$ cat src/rtl/i2cr_pkg.sv
package i2cr_pkg;

  localparam int NSTAT = 8;

  localparam int ST_PKT  = 7;
  localparam int ST_ALL  = 6;
  localparam int ST_OVF  = 5;
  localparam int ST_UNF  = 4;
  localparam int ST_NACK = 3;
  localparam int ST_ARB  = 2;
  localparam int ST_TXRQ = 1;
  localparam int ST_RXRQ = 0;

  // base offsets of the default layout
  localparam int OF_CFG   = 'h000;
  localparam int OF_TXF   = 'h050;
  localparam int OF_RXF   = 'h054;
  localparam int OF_FCTL  = 'h05C;
  localparam int OF_FSTAT = 'h060;
  localparam int OF_MASK  = 'h064;
  localparam int OF_STAT  = 'h068;
  localparam int OF_DIV   = 'h06C;

  localparam int SPLIT_OF = 'h050;

  function automatic int map_ofs(input int base, input bit alt);
    if (!alt) return base;
    return base + ((base >= SPLIT_OF) ? 'h10 : 'h40);
  endfunction

  typedef enum logic [3:0] {
    SEL_NONE, SEL_CFG, SEL_TXF, SEL_RXF, SEL_FCTL,
    SEL_FSTAT, SEL_MASK, SEL_STAT, SEL_DIV
  } reg_sel_e;

endpackage

$ cat src/rtl/i2cr_addr_dec.sv
module i2cr_addr_dec
  import i2cr_pkg::*;
#(
  parameter int ADDR_W     = 12,
  parameter bit ALT_LAYOUT = 1'b0
) (
  input  logic [ADDR_W-1:0] addr,
  output reg_sel_e          sel
);

  localparam logic [ADDR_W-1:0] A_CFG   = ADDR_W'(map_ofs(OF_CFG,   ALT_LAYOUT));
  localparam logic [ADDR_W-1:0] A_TXF   = ADDR_W'(map_ofs(OF_TXF,   ALT_LAYOUT));
  localparam logic [ADDR_W-1:0] A_RXF   = ADDR_W'(map_ofs(OF_RXF,   ALT_LAYOUT));
  localparam logic [ADDR_W-1:0] A_FCTL  = ADDR_W'(map_ofs(OF_FCTL,  ALT_LAYOUT));
  localparam logic [ADDR_W-1:0] A_FSTAT = ADDR_W'(map_ofs(OF_FSTAT, ALT_LAYOUT));
  localparam logic [ADDR_W-1:0] A_MASK  = ADDR_W'(map_ofs(OF_MASK,  ALT_LAYOUT));
  localparam logic [ADDR_W-1:0] A_STAT  = ADDR_W'(map_ofs(OF_STAT,  ALT_LAYOUT));
  localparam logic [ADDR_W-1:0] A_DIV   = ADDR_W'(map_ofs(OF_DIV,   ALT_LAYOUT));

  always_comb begin
    sel = SEL_NONE;
    if      (addr == A_CFG)   sel = SEL_CFG;
    else if (addr == A_TXF)   sel = SEL_TXF;
    else if (addr == A_RXF)   sel = SEL_RXF;
    else if (addr == A_FCTL)  sel = SEL_FCTL;
    else if (addr == A_FSTAT) sel = SEL_FSTAT;
    else if (addr == A_MASK)  sel = SEL_MASK;
    else if (addr == A_STAT)  sel = SEL_STAT;
    else if (addr == A_DIV)   sel = SEL_DIV;
  end

endmodule

$ cat src/rtl/i2cr_fifo_ctl.sv
module i2cr_fifo_ctl #(
  parameter int CNT_W  = 4,
  parameter int TRIG_W = 3
) (
  input  logic              clk,
  input  logic              rst,
  input  logic              wr_fctl,
  input  logic [7:0]        wdata,
  input  logic              wr_txf,
  input  logic              rd_rxf,
  input  logic [CNT_W-1:0]  tx_free,
  input  logic [CNT_W-1:0]  rx_fill,
  output logic              tx_flush,
  output logic              rx_flush,
  output logic [TRIG_W-1:0] tx_trig,
  output logic [TRIG_W-1:0] rx_trig,
  output logic              ovf_set,
  output logic              unf_set,
  output logic              tx_req,
  output logic              rx_req
);

  localparam int PAD_W = CNT_W - TRIG_W;

  // flush bits live for exactly one cycle after the request write
  always_ff @(posedge clk) begin
    if (rst) begin
      tx_flush <= 1'b0;
      rx_flush <= 1'b0;
      tx_trig  <= '0;
      rx_trig  <= '0;
    end else begin
      tx_flush <= wr_fctl & wdata[1];
      rx_flush <= wr_fctl & wdata[0];
      if (wr_fctl) begin
        tx_trig <= wdata[7:5];
        rx_trig <= wdata[4:2];
      end
    end
  end

  assign ovf_set = wr_txf && (tx_free == '0);
  assign unf_set = rd_rxf && (rx_fill == '0);
  assign tx_req  = tx_free > {{PAD_W{1'b0}}, tx_trig};
  assign rx_req  = rx_fill > {{PAD_W{1'b0}}, rx_trig};

endmodule

$ cat src/rtl/i2cr_int_ctl.sv
module i2cr_int_ctl #(
  parameter int         NBIT       = 8,
  parameter logic [7:0] LEVEL_BITS = 8'b0000_0011
) (
  input  logic            clk,
  input  logic            rst,
  input  logic            wr_mask,
  input  logic            wr_stat,
  input  logic [NBIT-1:0] wdata,
  input  logic [NBIT-1:0] src,
  output logic [NBIT-1:0] stat_q,
  output logic [NBIT-1:0] mask_q,
  output logic            irq
);

  logic [NBIT-1:0] stat_d;
  logic [NBIT-1:0] mask_d;

  for (genvar b = 0; b < NBIT; b++) begin : g_bit
    if (LEVEL_BITS[b]) begin : g_lvl
      assign stat_d[b] = src[b];
    end else begin : g_stk
      assign stat_d[b] = src[b] | (stat_q[b] & ~(wr_stat & wdata[b]));
    end
  end

  assign mask_d = wr_mask ? wdata : mask_q;

  always_ff @(posedge clk) begin
    if (rst) begin
      stat_q <= '0;
      mask_q <= '0;
      irq    <= 1'b0;
    end else begin
      stat_q <= stat_d;
      mask_q <= mask_d;
      irq    <= |(stat_d & mask_d);
    end
  end

endmodule

$ cat src/rtl/i2c_ctl_regs.sv
module i2c_ctl_regs
  import i2cr_pkg::*;
#(
  parameter int ADDR_W     = 12,
  parameter int DATA_W     = 32,
  parameter int CNT_W      = 4,
  parameter int DIV_W      = 16,
  parameter bit ALT_LAYOUT = 1'b0
) (
  input  logic              clk,
  input  logic              rst,
  input  logic              reg_wr,
  input  logic              reg_rd,
  input  logic [ADDR_W-1:0] reg_addr,
  input  logic [DATA_W-1:0] reg_wdata,
  output logic [DATA_W-1:0] reg_rdata,
  input  logic              ev_pkt_done,
  input  logic              ev_all_done,
  input  logic              ev_nack,
  input  logic              ev_arb_lost,
  input  logic [CNT_W-1:0]  tx_free,
  input  logic [CNT_W-1:0]  rx_fill,
  output logic              tx_flush,
  output logic              rx_flush,
  output logic              irq
);

  localparam int TRIG_W = 3;
  localparam logic [7:0] LVL = 8'((1 << ST_TXRQ) | (1 << ST_RXRQ));

  reg_sel_e          sel;
  logic [TRIG_W-1:0] tx_trig;
  logic [TRIG_W-1:0] rx_trig;
  logic              ovf_set, unf_set, tx_req, rx_req;
  logic [NSTAT-1:0]  src;
  logic [NSTAT-1:0]  stat_q;
  logic [NSTAT-1:0]  mask_q;
  logic [DATA_W-1:0] cfg_q;
  logic [DIV_W-1:0]  div_q;
  logic [DATA_W-1:0] rd_mux;

  i2cr_addr_dec #(.ADDR_W(ADDR_W), .ALT_LAYOUT(ALT_LAYOUT)) u_dec (
    .addr (reg_addr),
    .sel  (sel)
  );

  i2cr_fifo_ctl #(.CNT_W(CNT_W), .TRIG_W(TRIG_W)) u_fifo (
    .clk      (clk),
    .rst      (rst),
    .wr_fctl  (reg_wr && sel == SEL_FCTL),
    .wdata    (reg_wdata[7:0]),
    .wr_txf   (reg_wr && sel == SEL_TXF),
    .rd_rxf   (reg_rd && sel == SEL_RXF),
    .tx_free  (tx_free),
    .rx_fill  (rx_fill),
    .tx_flush (tx_flush),
    .rx_flush (rx_flush),
    .tx_trig  (tx_trig),
    .rx_trig  (rx_trig),
    .ovf_set  (ovf_set),
    .unf_set  (unf_set),
    .tx_req   (tx_req),
    .rx_req   (rx_req)
  );

  always_comb begin
    src          = '0;
    src[ST_PKT]  = ev_pkt_done;
    src[ST_ALL]  = ev_all_done;
    src[ST_OVF]  = ovf_set;
    src[ST_UNF]  = unf_set;
    src[ST_NACK] = ev_nack;
    src[ST_ARB]  = ev_arb_lost;
    src[ST_TXRQ] = tx_req;
    src[ST_RXRQ] = rx_req;
  end

  i2cr_int_ctl #(.NBIT(NSTAT), .LEVEL_BITS(LVL)) u_int (
    .clk     (clk),
    .rst     (rst),
    .wr_mask (reg_wr && sel == SEL_MASK),
    .wr_stat (reg_wr && sel == SEL_STAT),
    .wdata   (reg_wdata[NSTAT-1:0]),
    .src     (src),
    .stat_q  (stat_q),
    .mask_q  (mask_q),
    .irq     (irq)
  );

  always_ff @(posedge clk) begin
    if (rst) begin
      cfg_q <= '0;
      div_q <= '0;
    end else if (reg_wr) begin
      if (sel == SEL_CFG) cfg_q <= reg_wdata;
      if (sel == SEL_DIV) div_q <= reg_wdata[DIV_W-1:0];
    end
  end

  always_comb begin
    rd_mux = '0;
    case (sel)
      SEL_CFG:   rd_mux = cfg_q;
      SEL_FCTL:  rd_mux = DATA_W'({tx_trig, rx_trig, tx_flush, rx_flush});
      SEL_FSTAT: rd_mux = DATA_W'({tx_free, rx_fill});
      SEL_MASK:  rd_mux = DATA_W'(mask_q);
      SEL_STAT:  rd_mux = DATA_W'(stat_q);
      SEL_DIV:   rd_mux = DATA_W'(div_q);
      default:   rd_mux = '0;
    endcase
  end

  always_ff @(posedge clk) begin
    if (rst)         reg_rdata <= '0;
    else if (reg_rd) reg_rdata <= rd_mux;
  end

endmodule

$ cat config.mk
export PLATFORM = sky130hd
export DESIGN_NAME = i2c_ctl_regs
export DESIGN_NICKNAME = d
export VERILOG_FILES = /design/src/rtl/i2cr_pkg.sv /design/src/rtl/i2cr_addr_dec.sv /design/src/rtl/i2cr_fifo_ctl.sv /design/src/rtl/i2cr_int_ctl.sv /design/src/rtl/i2c_ctl_regs.sv
export SDC_FILE = /design/constraint.sdc
export NUM_CORES = 1
export LEC_CHECK = 0
export ABC_CLOCK_PERIOD_IN_PS = 1880
export BUFFER_PORTS_ARGS = -buffer_cell sky130_fd_sc_hd__buf_2
export CAP_MARGIN = 15
export CORE_ASPECT_RATIO = 0.75
export CORE_UTILIZATION = 30
export DETAILED_ROUTE_END_ITERATION = 12
export GPL_TIMING_DRIVEN = 0
export HOLD_SLACK_MARGIN = 0.08
export SLEW_MARGIN = 20
export SYNTH_ARGS = -nofsm -noshare
export SYNTH_HDL_FRONTEND = slang
export SYNTH_SLANG_ARGS = --single-unit
$ cat constraint.sdc
create_clock -name clk -period 1.88 [get_ports clk]
set_input_delay 0.188 -clock clk [delete_from_list [all_inputs] [get_ports clk]]
set_output_delay 0.188 -clock clk [all_outputs]
set_load 0.02 [all_outputs]
; Word-level counts from Yosys, hierarchy flattened
; Index checks and enable logic that the tools add are counted.
[word_totals]
output_inout_bits = 35
romBits = 0
latchBits = 0
mem_count = 0
wordCells = 77
ff_bits = 105
input_bits = 60
ram_bits = 0
[classes]
n_lt_le_gt_ge = 2
bitwise = 27
multipliers = 0
addsub = 0
n_mux = 10
div_mod_pow = 0
n_shift = 0
eq_ne = 15
n_reduce_logical = 13
[ops]
columns = cell, n
row1 = 32-bit one-hot mux with 6 select lines, 1
row2 = 12-bit by 7-bit equality test with 1-bit output (second input constant), 7
row3 = 4-bit two-way mux, 8
row4 = 4-bit by 3-bit equality test with 1-bit output (second input constant), 4
row5 = 1-bit AND, 14
row6 = 12-bit logical NOT, 1
row7 = 8-bit AND, 1
row8 = 4-bit by 2-bit equality test with 1-bit output (second input constant), 2
row9 = 4-bit by 3-bit greater-than comparator with 1-bit output, 2
row10 = 4-bit logical NOT, 2
row11 = 8-bit two-way mux, 1
row12 = 8-bit OR reduction, 1
row13 = 1-bit logical AND, 7
row14 = 1-bit inverter, 6
row15 = 1-bit OR, 6
row16 = 4-bit by 1-bit equality test with 1-bit output (second input constant), 1
row17 = 4-bit equality test (second input constant), 1
row18 = 2-bit AND reduction, 2

; Longest topological paths before layout
[logic_depth]
ltp_word = 17
depth_mapped = 8
mapped_depth_nobuf = 8

; Hierarchy
; Synthesis repeated with hierarchy kept, for this count alone.
[hier_totals]
hier_cells = 542
hier_area_um2 = 4523.1
[by_module_without_submodules]
columns = mod, instances, seq_area_each_um2, cells_each, area_each_um2
row1 = i2c_ctl_regs, 1, 1601.5, 410, 3326.9
row2 = i2cr_int_ctl, 1, 340.3, 64, 615.6
row3 = i2cr_fifo_ctl, 1, 160.2, 49, 451.7
row4 = i2cr_addr_dec, 1, 0.0, 19, 128.9

; Worst setup path before layout
; Ideal clock, no wire load.
[synth_timing]
path_kind = input port to flip-flop
startpoint = in reg_addr[11]
endpoint = reg reg_rdata[6]
required_ns = 1.811
arrival_ns = 1.844
slack_ns = -0.033
path_stages = 8
setup_ns = 0.069
path_cell_list = or4_4 > nor4_4 > and4_1 > buf_4 > buf_6 > a222oi_1 > a21o_1 > a21oi_2
[synth_between]
elab_chain_cells = 11
[synth_rtl]
columns = item, line
row1 = start: declaration, i2c_ctl_regs.sv:14  ; input logic [ADDR_W-1:0] reg_addr,
row2 = 12-bit by 7-bit equality test with 1-bit output, i2cr_addr_dec.sv:29  ; else if (addr == A_DIV) sel = SEL_DIV;
row3 = 4-bit two-way mux, i2cr_addr_dec.sv:29
row4 = 4-bit two-way mux, i2cr_addr_dec.sv:28  ; else if (addr == A_STAT) sel = SEL_STAT;
row5 = 4-bit two-way mux, i2cr_addr_dec.sv:27  ; else if (addr == A_MASK) sel = SEL_MASK;
row6 = 4-bit two-way mux, i2cr_addr_dec.sv:26  ; else if (addr == A_FSTAT) sel = SEL_FSTAT;
row7 = 4-bit two-way mux, i2cr_addr_dec.sv:25  ; else if (addr == A_FCTL) sel = SEL_FCTL;
row8 = 4-bit two-way mux, i2cr_addr_dec.sv:24  ; else if (addr == A_RXF) sel = SEL_RXF;
row9 = 4-bit two-way mux, i2cr_addr_dec.sv:23  ; else if (addr == A_TXF) sel = SEL_TXF;
row10 = 4-bit two-way mux (*), i2cr_addr_dec.sv:22  ; if (addr == A_CFG) sel = SEL_CFG;
row11 = "4-bit equality test, or another cell as far along", i2c_ctl_regs.sv:102  ; case (sel)
row12 = 32-bit one-hot mux with 6 select lines (*), i2c_ctl_regs.sv:102
row13 = end signal: assignment, i2c_ctl_regs.sv:115  ; else if (reg_rd) reg_rdata <= rd_mux;
row14 = end: declaration, i2c_ctl_regs.sv:16  ; output logic [DATA_W-1:0] reg_rdata,
; Mark *: on every way between the ends. The rest lies on a longest branch, timed or not.
; A chain may end at the register's enable or synchronous reset.

; Worst setup path after layout
; Same ends and word-level chain as after synthesis.

==> impl_metrics.ini <==
[yosys]
synth_edf_count = 0
yosysSeqAreaShare = 0.479
synth_nets = 584
ys_warn_count = 0
synth.most_common_cell = nand2_1
synthesis.area_um2 = 4390
synth_cells = 518
yosysTopAreaCell = dfxtp_1
synth_top_area_frac = 0.479
syn_area_per_cell_um2 = 8.47
synthTopCellsByArea = dfxtp_1, nand2_1, a21oi_1
ys_types = 45
netlist_top_cells_count = nand2_1, dfxtp_1, a21oi_1
ys_ff_latch = 105
synth-async-reset-ratio = 0
synthFlopType = dfxtp_1

[setup_path]
crit_path_frequent_cell = buf_6
cp.arrival_ns = 2.12
crit_family = simple AND/OR/NAND/NOR gates
reg2reg_from = u_fifo.rx_trig[1]$_SDFFE_PP0P_
worstSetupStartpoint = reg_addr[11]
rr_endpoint = u_int.irq$_SDFF_PP0_
crit_type = in2reg
cpPeakStageDelay_ns = 0.58
cp_num_cells = 9
endpoint_kind = flip-flop
crit_fanout = 10
reg2reg_setup_slack_ns = 0.16
crit_buf_inv = 3
required_ns = 2.16
reg2reg_depth = 8
crit_slowest_cell = or4_4
start_kind = input pin
path_cells = buf_2, or4_4, nor4_4, and4_1, buf_6, buf_6, a222oi_1, a21o_1, a21oi_2
crit_path_end = reg_rdata[6]$_SDFFE_PP0P_

[place]
place_area_um2 = 5090
post-dp-hpwl_um = 10500
dp.cells = 804
portBuffers = 91
dp_slack_ns = -0.654
place_congestion = 0.854

[drt]
drtIter0Drc = 462
via_per_inst = 5.26
wl_per_cell_um = 17.0
wl_met2_um = 6430
drc = 0
dr.pass1.iters = 7
route.met3.wl_um = 1050
routed_wl_um = 14200
ant_nets = 0
routed-via-count = 4391
m1WireLength_um = 6480
highest_layer = met4

[global_routing]
grt_first_pass_wirelength_um = 22100
grt.total_usage = 0.190
grt_pass1_vias = 4249
grt.overflow.total = 0
grt_start_max_net_pins = 18
grt_antenna_before_repair = 0

[layout]
fin_cells = 835
syn2layout_area_growth_pct = 28.0
postLayoutCellArea_um2 = 5620
fin_util = 0.402
nets = 701
drive_gt1_frac = 0.228
diodes = 0

[floorplanning]
die_w_um = 142
die_h_um = 107
die-area_um2 = 15100
initial_core_util = 0.314
core_area_um2 = 14000
ios = 95
num_rows = 37

[pwr]
total_power_mw = 4.57
power_density_nw_per_um2 = 814
leakagePower_nw = 2.08
peakVddDrop_mv = 0.522

[sta]
rsz0062_at_grt = no
post-route-period-util = 0.977
fmax_ghz = 0.544
fin_tns_setup_ns = 0
worst_slew_pin_slew_ns = 0.710
fin_ws_ns = 0.0431
hold_viol_final = 0
fin_crit_ns = 1.84
hold_ws_ns = 0.0891
fin_worst_skew_ns = 0.00983
maxSlewViolCount = 0
slew_headroom = 0.525
final-setup-viol-count = 0

[clock_tree]
clk_root_buffer_cell = clkbuf_16
cts_buffers = 9
clkSinkCount = 105
clk_pin_slew_ns = 0.07
clockBufferDepth = 2
clk_latency_ns = 0.35
cts_max_level = 3
cts_tree = yes

[outcome]
status = finished clean

[worst_hold_path]
min_path_type = in2reg
hold_start = ev_all_done

[job]
cap_violations = 0
## state kept, by name, indices dropped and copies added, names as in the netlist
signal / flops
cfg_q: 32
reg_rdata: 32
u_int.irq: 1
u_fifo.tx_flush: 1
div_q: 16
u_fifo.rx_trig: 3
u_int.stat_q: 8
u_int.mask_q: 8
u_fifo.tx_trig: 3
u_fifo.rx_flush: 1
## cell usage in the layout, fill, tap and decap left out, types with 6 or more instances in the layout
| cell type | n |
|---|---|
| nor2_1 | 18 |
| a21o_1 | 10 |
| inv_1 | 9 |
| ha_1 | 6 |
| nand2_1 | 115 |
| clkbuf_1 | 25 |
| buf_2 | 98 |
| clkbuf_16 | 9 |
| a22oi_1 | 8 |
| a222oi_1 | 17 |
| nand3_1 | 45 |
| dlygate4sd3_1 | 12 |
| dfxtp_1 | 103 |
| a21oi_1 | 78 |
| a2bb2oi_1 | 8 |
| nor2b_1 | 10 |
## logic make-up after synthesis
logic type,after synthesis,synth area share
compound gates,137,0.206
fa+ha+maj,6,0.0171
buf+inv,49,0.0490
flops,105,0.479
mux,8,0.0194
simple gates,213,0.229
## where the power goes
| part | leakage, nW | switching, mW | internal [mW] |
|---|---|---|---|
| registers | 0.848 | 0.00464 | 2.23 |
| clock network | 0.157 | 0.856 | 1.21 |
| logic | 1.07 | 0.169 | 0.0969 |
## worst min-delay path by stage
stage	endpoint	slack (ns)	cells past startpoint
2_1_floorplan	u_int.stat_q[3]$_SDFF_PP0_	0.32	2
3_3_place_gp	cfg_q[26]$_SDFFE_PP0P_	0.44	3
3_5_place_dp	cfg_q[21]$_SDFFE_PP0P_	0.44	3
4_1_cts	cfg_q[31]$_SDFFE_PP0P_	0.08	3
5_1_grt	u_int.stat_q[7]$_SDFF_PP0_	0.08	3
6_report	u_int.stat_q[6]$_SDFF_PP0_	0.09	2
## area by class of cell
class	count	area, um^2
clock buffers	11	243
clock inverters	5	85.1
fillers	1428	8360
repair buffers	106	598
well taps	195	244
flip-flops and latches	105	2100
plain buffers	40	198
inverters	9	33.8
multi-input cells	364	2110
## timing repair
| action | in CTS | in global routing |
|---|---|---|
| setup buffers | 2 | 1 |
| hold endpoints to repair | 12 | 0 |
| hold buffers | 12 | 0 |
| cloned | 0 | 0 |
| pin swaps | 2 | 4 |
| setup endpoints to repair | 63 | 49 |
| resized for setup | 7 | 11 |
## routing by layer
layer,track usage,up-vias
met5,0,-
met4,0.0637,0
met3,0.0415,23
met2,0.301,196
met1,0.257,2109
li1,-,2063
No activity file was read; power rests on OpenSTA's default activity.
